[src/rtl/apb_gpio_mux.sv]
module apb_gpio_mux #(
  parameter int NCH = 32,
  parameter int AW  = 10
) (
  input  logic           pclk,
  input  logic           presetn,
  input  logic           psel,
  input  logic           penable,
  input  logic           pwrite,
  input  logic [AW-1:0]  paddr,
  input  logic [NCH-1:0] pwdata,
  output logic [NCH-1:0] prdata,
  output logic           pready,
  output logic           pslverr,
  input  logic [NCH-1:0] pad_in,
  output logic [NCH-1:0] pad_out,
  output logic [NCH-1:0] pad_oe,
  output logic [NCH-1:0] pad_ie,
  output logic [NCH-1:0] pad_pu,
  output logic [NCH-1:0] pad_pd,
  output logic [NCH-1:0] pad_hd,
  input  logic [NCH-1:0] alt_a_out,
  input  logic [NCH-1:0] alt_a_oe,
  input  logic [NCH-1:0] alt_a_ie,
  input  logic [NCH-1:0] alt_b_out,
  input  logic [NCH-1:0] alt_b_oe,
  input  logic [NCH-1:0] alt_b_ie,
  output logic [NCH-1:0] alt_in,
  input  logic           test_mode,
  input  logic [NCH-1:0] test_out,
  input  logic [NCH-1:0] test_oe,
  input  logic [NCH-1:0] test_ie,
  output logic           irq
);
  localparam int IW = AW - 2;
  localparam logic [IW-1:0] W_DOUT = IW'(0),  W_DIN  = IW'(1),  W_OE   = IW'(2),
                            W_IE   = IW'(3),  W_MODE = IW'(4),  W_ASEL = IW'(5),
                            W_PU   = IW'(6),  W_PD   = IW'(7),  W_HD   = IW'(8),
                            W_IEN  = IW'(9),  W_POL  = IW'(10), W_STAT = IW'(11);

  logic [NCH-1:0] dout_r, oe_r, ie_r, mode_r, asel_r, pu_r, pd_r, hd_r, ien_r, pol_r;
  logic [NCH-1:0] sync1_r, sync2_r;
  logic [NCH-1:0] src_out, src_oe, src_ie, active;
  logic [IW-1:0]  widx;
  logic           aligned, wr;

  assign widx    = paddr[AW-1:2];
  assign aligned = (paddr[1:0] == 2'b00);
  assign wr      = psel && penable && pwrite && aligned;
  assign pready  = 1'b1;
  assign pslverr = 1'b0;

  always_ff @(posedge pclk or negedge presetn) begin
    if (!presetn) begin
      dout_r <= '0; oe_r <= '0; ie_r <= '0; mode_r <= '0; asel_r <= '0;
      pu_r   <= '0; pd_r <= '0; hd_r <= '0; ien_r  <= '0; pol_r  <= '0;
    end else if (wr) begin
      case (widx)
        W_DOUT: dout_r <= pwdata;
        W_OE:   oe_r   <= pwdata;
        W_IE:   ie_r   <= pwdata;
        W_MODE: mode_r <= pwdata;
        W_ASEL: asel_r <= pwdata;
        W_PU:   pu_r   <= pwdata;
        W_PD:   pd_r   <= pwdata;
        W_HD:   hd_r   <= pwdata;
        W_IEN:  ien_r  <= pwdata;
        W_POL:  pol_r  <= pwdata;
        default: ;
      endcase
    end
  end

  always_ff @(posedge pclk or negedge presetn) begin
    if (!presetn) begin
      sync1_r <= '0;
      sync2_r <= '0;
    end else begin
      sync1_r <= pad_in;
      sync2_r <= sync1_r;
    end
  end

  assign src_out = (asel_r & alt_b_out) | (~asel_r & alt_a_out);
  assign src_oe  = (asel_r & alt_b_oe)  | (~asel_r & alt_a_oe);
  assign src_ie  = (asel_r & alt_b_ie)  | (~asel_r & alt_a_ie);

  assign pad_out = test_mode ? test_out : ((mode_r & src_out) | (~mode_r & dout_r));
  assign pad_oe  = test_mode ? test_oe  : ((mode_r & src_oe)  | (~mode_r & oe_r));
  assign pad_ie  = test_mode ? test_ie  : ((mode_r & src_ie)  | (~mode_r & ie_r));
  assign pad_pu  = pu_r;
  assign pad_pd  = pd_r;
  assign pad_hd  = hd_r;
  assign alt_in  = pad_in;

  assign active = ien_r & ~(sync2_r ^ pol_r);
  assign irq    = |active;

  always_comb begin
    prdata = '0;
    if (aligned) begin
      case (widx)
        W_DOUT: prdata = dout_r;
        W_DIN:  prdata = sync2_r;
        W_OE:   prdata = oe_r;
        W_IE:   prdata = ie_r;
        W_MODE: prdata = mode_r;
        W_ASEL: prdata = asel_r;
        W_PU:   prdata = pu_r;
        W_PD:   prdata = pd_r;
        W_HD:   prdata = hd_r;
        W_IEN:  prdata = ien_r;
        W_POL:  prdata = pol_r;
        W_STAT: prdata = active;
        default: prdata = '0;
      endcase
    end
  end

  logic [1:0] since_rst;
  always_ff @(posedge pclk or negedge presetn) begin
    if (!presetn) since_rst <= '0;
    else if (since_rst != 2'd2) since_rst <= since_rst + 2'd1;
  end


  dout_write_chk: assert property (@(posedge pclk) disable iff (!presetn)
    (psel && penable && pwrite && paddr == '0) |=> (pad_out == $past(pwdata)) || test_mode || (mode_r != '0));


  sync_delay_chk: assert property (@(posedge pclk) disable iff (!presetn)
    (since_rst == 2'd2) |-> (sync2_r == $past(pad_in, 2)));


  test_override_chk: assert property (@(posedge pclk) disable iff (!presetn)
    test_mode |-> (pad_oe == test_oe && pad_ie == test_ie && pad_out == test_out));


  irq_mask_chk: assert property (@(posedge pclk) disable iff (!presetn)
    (psel && penable && pwrite && paddr == {W_IEN, 2'b00} && pwdata == '0) |=> !irq);


  no_setup_write_chk: assert property (@(posedge pclk) disable iff (!presetn)
    (psel && !penable) |=> $stable(dout_r) && $stable(ien_r) && $stable(mode_r));
endmodule

[config.mk]
export PLATFORM = sky130hd
export DESIGN_NAME = apb_gpio_mux
export DESIGN_NICKNAME = d
export VERILOG_FILES = /design/src/rtl/apb_gpio_mux.sv
export SDC_FILE = /design/constraint.sdc
export NUM_CORES = 1
export LEC_CHECK = 0
export BUFFER_PORTS_ARGS = -buffer_cell sky130_fd_sc_hd__buf_2
export CAP_MARGIN = 20
export CORE_AREA = 4 4 241 243
export CTS_CLUSTER_SIZE = 24
export DETAILED_ROUTE_END_ITERATION = 12
export DIE_AREA = 0 0 245 247
export GPL_TIMING_DRIVEN = 0
export PLACE_DENSITY = 0.71
export SYNTH_ARGS = -nofsm -noshare
export SYNTH_HDL_FRONTEND = slang
export SYNTH_SLANG_ARGS = --single-unit
[constraint.sdc]
create_clock -name pclk -period 6.2 [get_ports pclk]
set_clock_uncertainty 0.2 [all_clocks]
set_input_delay 0.62 -clock pclk [delete_from_list [all_inputs] [get_ports pclk]]
set_output_delay 0.62 -clock pclk [all_outputs]
set_load 0.05 [all_outputs]
After elaboration in Yosys (flattened, before gate mapping)

Index checks and enable logic that the tools add are counted.

Bits in registers: 384
Latch bits: 0
Bits in writable memories: 0
Memory bits (read-only): 0
Bits of input ports: 368
Output and inout bits: 259
Memories: 0

Add/subtract/negate cells: 0
$mul: 0
Divide/modulo/power cells: 0
Magnitude comparators: 0
Equality and inequality tests: 11
Shift-type cells: 0
Multiplexer cells: 5
Bitwise operators: 23
Reduce and logical (&&, ||, !) cells: 16

Operator list:

| cell               | count |
|---|---|
| $and 32x32->32     | 13 |
| $pmux 32 s12       | 1 |
| $or 32x32->32      | 6 |
| $mux 32            | 4 |
| $not 32->32        | 3 |
| $eq 8x3->1 const B | 4 |
| $eq 8x4->1 const B | 4 |
| $reduce_or 32->1   | 1 |
| $xor 32x32->32     | 1 |
| $reduce_and 2->1   | 10 |
| $eq 8x2->1 const B | 2 |
| $eq 8x1->1 const B | 1 |
| $logic_not 8->1    | 1 |
| $logic_and 1x1->1  | 3 |
| $logic_not 2->1    | 1 |

Depth between registers and ports, before layout

Depth in word-level cells: 6
Mapped depth: 8
Gate-level depth less buffers: 5

Worst setup path after synthesis

Ideal clock, no wire load.

Path type: input-to-output
Start: input paddr[9]
End: output prdata[11]
Arrival: 2.923 ns
Data required time: 5.380 ns
Setup slack: 2.457 ns
Cell stages on the path: 7
Path through: or4_1 > buf_4 > or3_1 > clkbuf_1 > o22ai_1 > a21oi_1 > a31oi_1

Word-level cells in the longest chain between the ends: 3
Elaborated cells on any way between the ends: 14
Those cells by class: 11 x eq/ne; 2 x mux; 1 x reduce/logical

Ends and longest elaborated chain:

| element                            | RTL line | RTL |
|---|---|---|
| from (decl)                        | 10       | `input logic [AW-1:0] paddr,` |
| $eq 8x4->1 (tied with other cells) | 102      | `case (widx)` |
| $pmux 32 s12 *                     | 102      |  |
| $mux 32 *                          | 101      | `if (aligned) begin` |
| to (decl)                          | 12       | `output logic [NCH-1:0] prdata,` |

Mark *: on every way between the ends. The rest lies on a longest branch, timed or not.

Worst setup path in the final report

Start: input paddr[5]
End: output prdata[19]

The elaborated chain is that of the path after synthesis.

==> summary.md <==
| Metric | Value |
|---|---|
| Metal-1 WL | roughly 40000 um |
| # DRC | 0 |
| Clk pwr share | 0.462 |
| Post-synth EDFFs | 0 |
| Yosys top cell by area | dfrtp_1 |
| Root buffer cell | clkbuf_16 |
| GRT Overall Usage | 0.336 |
| Reg2Reg Launch Point | asel_r[31]$_DFFE_PN0P_ |
| Synthesis-stage register bit count | 384 |
| Hold slack final | 0.0434 ns |
| Reg clk slew, reported paths | 0.06 ns |
| GPL Wtd Cong | between 0.9 and 1 |
| Vias per cell | 5.80 |
| Global route overflow | 0 |
| Final Worst Setup Slack | 1.27 ns |
| Post-route cell area | 26600 um^2 |
| Die Width | 245 um |
| Syn avg cell area | 10.6 um^2 |
| Mapped Nets | 2313 |
| Largest cells by area after synthesis | dfrtp_1 47%, mux2_2 17%, mux2i_1 6.2% |
| P&R area growth vs syn | 29.4% |
| RSZ-0062 raised after global routing | false |
| Crit path DAT | 4.11 ns |
| Clock latency on the worst-skew pair | 0.57 ns |
| Met3 routed WL | 10700 um |
| Clock sink total | 384 |
| Worst-path fanout max | 10 |
| Htree depth | 2 |
| Avg WL per Cell | 30.8 um |
| Die area | between 60000 and 70000 um^2 |
| Outcome | complete, no violations |
| DPL Wire Length | 79200 um |
| Cts bufs inserted | 44 |
| Area occupied by multi-input gates | 9880 um^2 |
| Share of post-route cells with drive strength above 1 | 0.411 |
| Final hold vios | 0 |
| Routed Antenna Nets | 0 |
| DRT Wirelength | between 100000 and 150000 um |
| Max Cap Viol | 0 |
| Initial Util | 0.368 |
| Setup crit start kind | primary input |
| Reg2reg path depth | 2 |
| Sw Ratio | 0.270 |
| Via count | 19800 |
| Power Density | 232 nW/um^2 |
| Worst Setup End Kind | output pin |
| Max layer used | met4 |
| Combinational share of power | 0.123 |
| Slowest stage delay, CP | 0.87 ns |
| IO Count | 627 |
| Mapped Cells | around 1900 |
| Crit Path Class | primary input to output pin |
| Yosys top cell area share | 0.467 |
| Initial detailed-routing violation count | 2100 |
| # rows | 87 |
| Met2 wire len | 48300 um |
| DRT Pass-1 Iters | 6 |
| Initial antenna violation count | 3 |
| Die height | about 250 um |
| Pleak | 0.0127 uW |
| Non-filler cells in the finished layout | 3418 |
| Fin nets | 2995 |
| Total Power | 6190 uW |
| Dpl ws | 1.42 ns |
| Synth Cell Area | slightly above 20000 um^2 |
| Worst r2r dst | asel_r[31]$_DFFE_PN0P_ |
| Tmin final | 4.93 ns |
| CP required | 5.38 ns |
| Core ar. | between 50000 and 60000 um^2 |
| Setup crit start | paddr[5] |
| Unique masters post-synth | 63 |
| Post-DP Area | 24700 um^2 |
| Vias in the first global route | 19700 |
| First-pass GRT wire length | 145000 um |
| Port buffer count | 590 |
| Fillers | 5338 |
| CTS max path bufs | 3 |
| NetSw | ~1700 uW |
| Critical Path End | prdata[19] |
| Slew headroom | 0.151 |
| Worst ir drop on vdd | a little under 200 uV |
| Worst path cell trace | buf_2 > buf_2 > nor2b_1 > clkbuf_1 > clkbuf_1 > nand2_1 > o22ai_1 > a21oi_1 > a31oi_1 > buf_2 |
| Setup violations, final | 0 |
| Cells after DPL | 3303 |
| Hold path start | pad_in[14] |
| CTS tree | built |
| Worst hold path type | primary input to register |
| Post-synth ARST share | 1.00 |
| Ys Warns | 0 |
| Worst R2R Setup Slack | 4.90 ns |
| Fmax | just over 200 MHz |
| Post-synth top flop | dfrtp_1 |
| Pint | between 4000 and 5000 uW |
| Cts repair resizes | 0 |
| Slowest-stage cell, CP | clkbuf_1 |
| Sequential share of power | 0.414 |
| Fin crit share | 0.795 |
| Maximum number of pins on one net before global-route repair | between 100 and 150 |
| Worst-Margin Slew | about 1.3 ns |
| Register area | 9610 um^2 |
| Crit path top cell by count | buf_2 |
| Sequential share of the synthesized area | 0.467 |
| Final Max Slew Viols | 0 |
-- cells in the mapped netlist, types with 10 or more instances --
| library cell | instances |
|---|---|
| a211oi_1 | 11 |
| a21oi_1 | 41 |
| a22o_1 | 11 |
| a22oi_1 | 72 |
| a31oi_1 | 23 |
| and3_1 | 12 |
| buf_1 | 28 |
| buf_2 | 23 |
| buf_4 | 53 |
| buf_6 | 10 |
| clkbuf_1 | 87 |
| dfrtp_1 | 384 |
| inv_1 | 11 |
| mux2_1 | 14 |
| mux2_2 | 304 |
| mux2i_1 | 127 |
| nand2_1 | 261 |
| nand3_1 | 14 |
| nor2_1 | 59 |
| nor3_1 | 11 |
| o21ai_0 | 224 |
| o22ai_1 | 33 |
| xnor2_1 | 22 |
| xor2_1 | 10 |
-- power groups by stage --
stage          clock network (uW)  registers (uW)  logic (uW)
2_1_floorplan                   0            2610         360
3_3_place_gp                    0            2610         717
3_5_place_dp                    0            2610         738
4_1_cts                      2890            2560         756
5_1_grt                      3000            2560         801
6_report                     2860            2560         765
-- state kept, by name, summed over array words and instances (netlist names) --
signal	cells
asel_r	32
dout_r	32
ie_r	32
ien_r	32
mode_r	32
oe_r	32
pad_hd	32
pad_pd	32
pad_pu	32
pol_r	32
sync1_r	32
sync2_r	32
-- routing by layer --
metal / up-vias / global-route usage
met5: - / 0
li1: 8360 / -
met2: 1262 / 0.544
met1: 9904 / 0.420
met4: 0 / 0.153
met3: 292 / 0.0921
-- worst max-delay path, delay by kind of cell --
kind	cells	cell delay, ns
AO/OA/AOI/OAI	3	0.73
AND/OR/NAND/NOR	2	0.37
buffers and inverters	5	2.38
-- cell families (layout without fill, tap and decap cells) --
| family | count (synthesis) | after routing | synth area share |
|---|---|---|---|
| AOI/OAI and AO/OA | 456 | 456 | 0.134 |
| xor gates and xnor gates | 32 | 32 | 0.0136 |
| buffers and inverters | 214 | 929 | 0.0538 |
| DFF | 384 | 384 | 0.467 |
| muxes | 453 | 453 | 0.243 |
| other | 2 | 4 | 0.000365 |
| and+or+nand+nor | 404 | 404 | 0.0890 |
-- stage by stage --
stage | TNS [ns] | utilization
finish | 0 | 0.476
global route | 0 | 0.476
floorplan | 0 | -
detailed placement | 0 | 0.442
CTS | 0 | 0.476
global placement | -1198.21 | 0.438
-- cell type report --
cell class,instances,share of cell area
Multi-Input combinational cell,1347,0.371
Sequential cell,384,0.361
Timing Repair Buffer,636,0.132
Clock buffer,63,0.0494
Buffer,202,0.0399
Tap cell,756,0.0355
Clock inverter,16,0.0102
Inverter,12,0.00169
Antenna cell,2,0.000188
-- worst min-delay path by stage --
stage,slack [ns],cells past startpoint,end
2_1_floorplan,0.12,0,asel_r[0]$_DFFE_PN0P_
3_3_place_gp,0.14,0,sync2_r[30]$_DFF_PN0_
3_5_place_dp,0.13,0,sync2_r[2]$_DFF_PN0_
4_1_cts,0.006,1,sync1_r[14]$_DFF_PN0_
5_1_grt,0.02,1,sync1_r[14]$_DFF_PN0_
6_report,0.04,1,sync1_r[14]$_DFF_PN0_
-- what timing repair did --
action                    CTS  global route
hold buffers               32             0
hold endpoints to repair  110             0
buffers inserted            0             0
-- cells in the final DEF, fill, tap and decap left out, types with 12 or more instances in the layout --
master / instances
xnor2_1: 22
clkbuf_1: 94
dfrtp_1: 384
clkbuf_16: 46
o22ai_1: 33
nor2_1: 59
buf_1: 28
o21ai_0: 224
buf_4: 55
mux2i_1: 127
nand3_1: 14
a22oi_1: 72
mux2_2: 304
nand2_1: 261
dlygate4sd3_1: 32
a31oi_1: 23
buf_2: 612
mux2_1: 14
a21oi_1: 41
and3_1: 12
(Power assumes the default switching activity.)
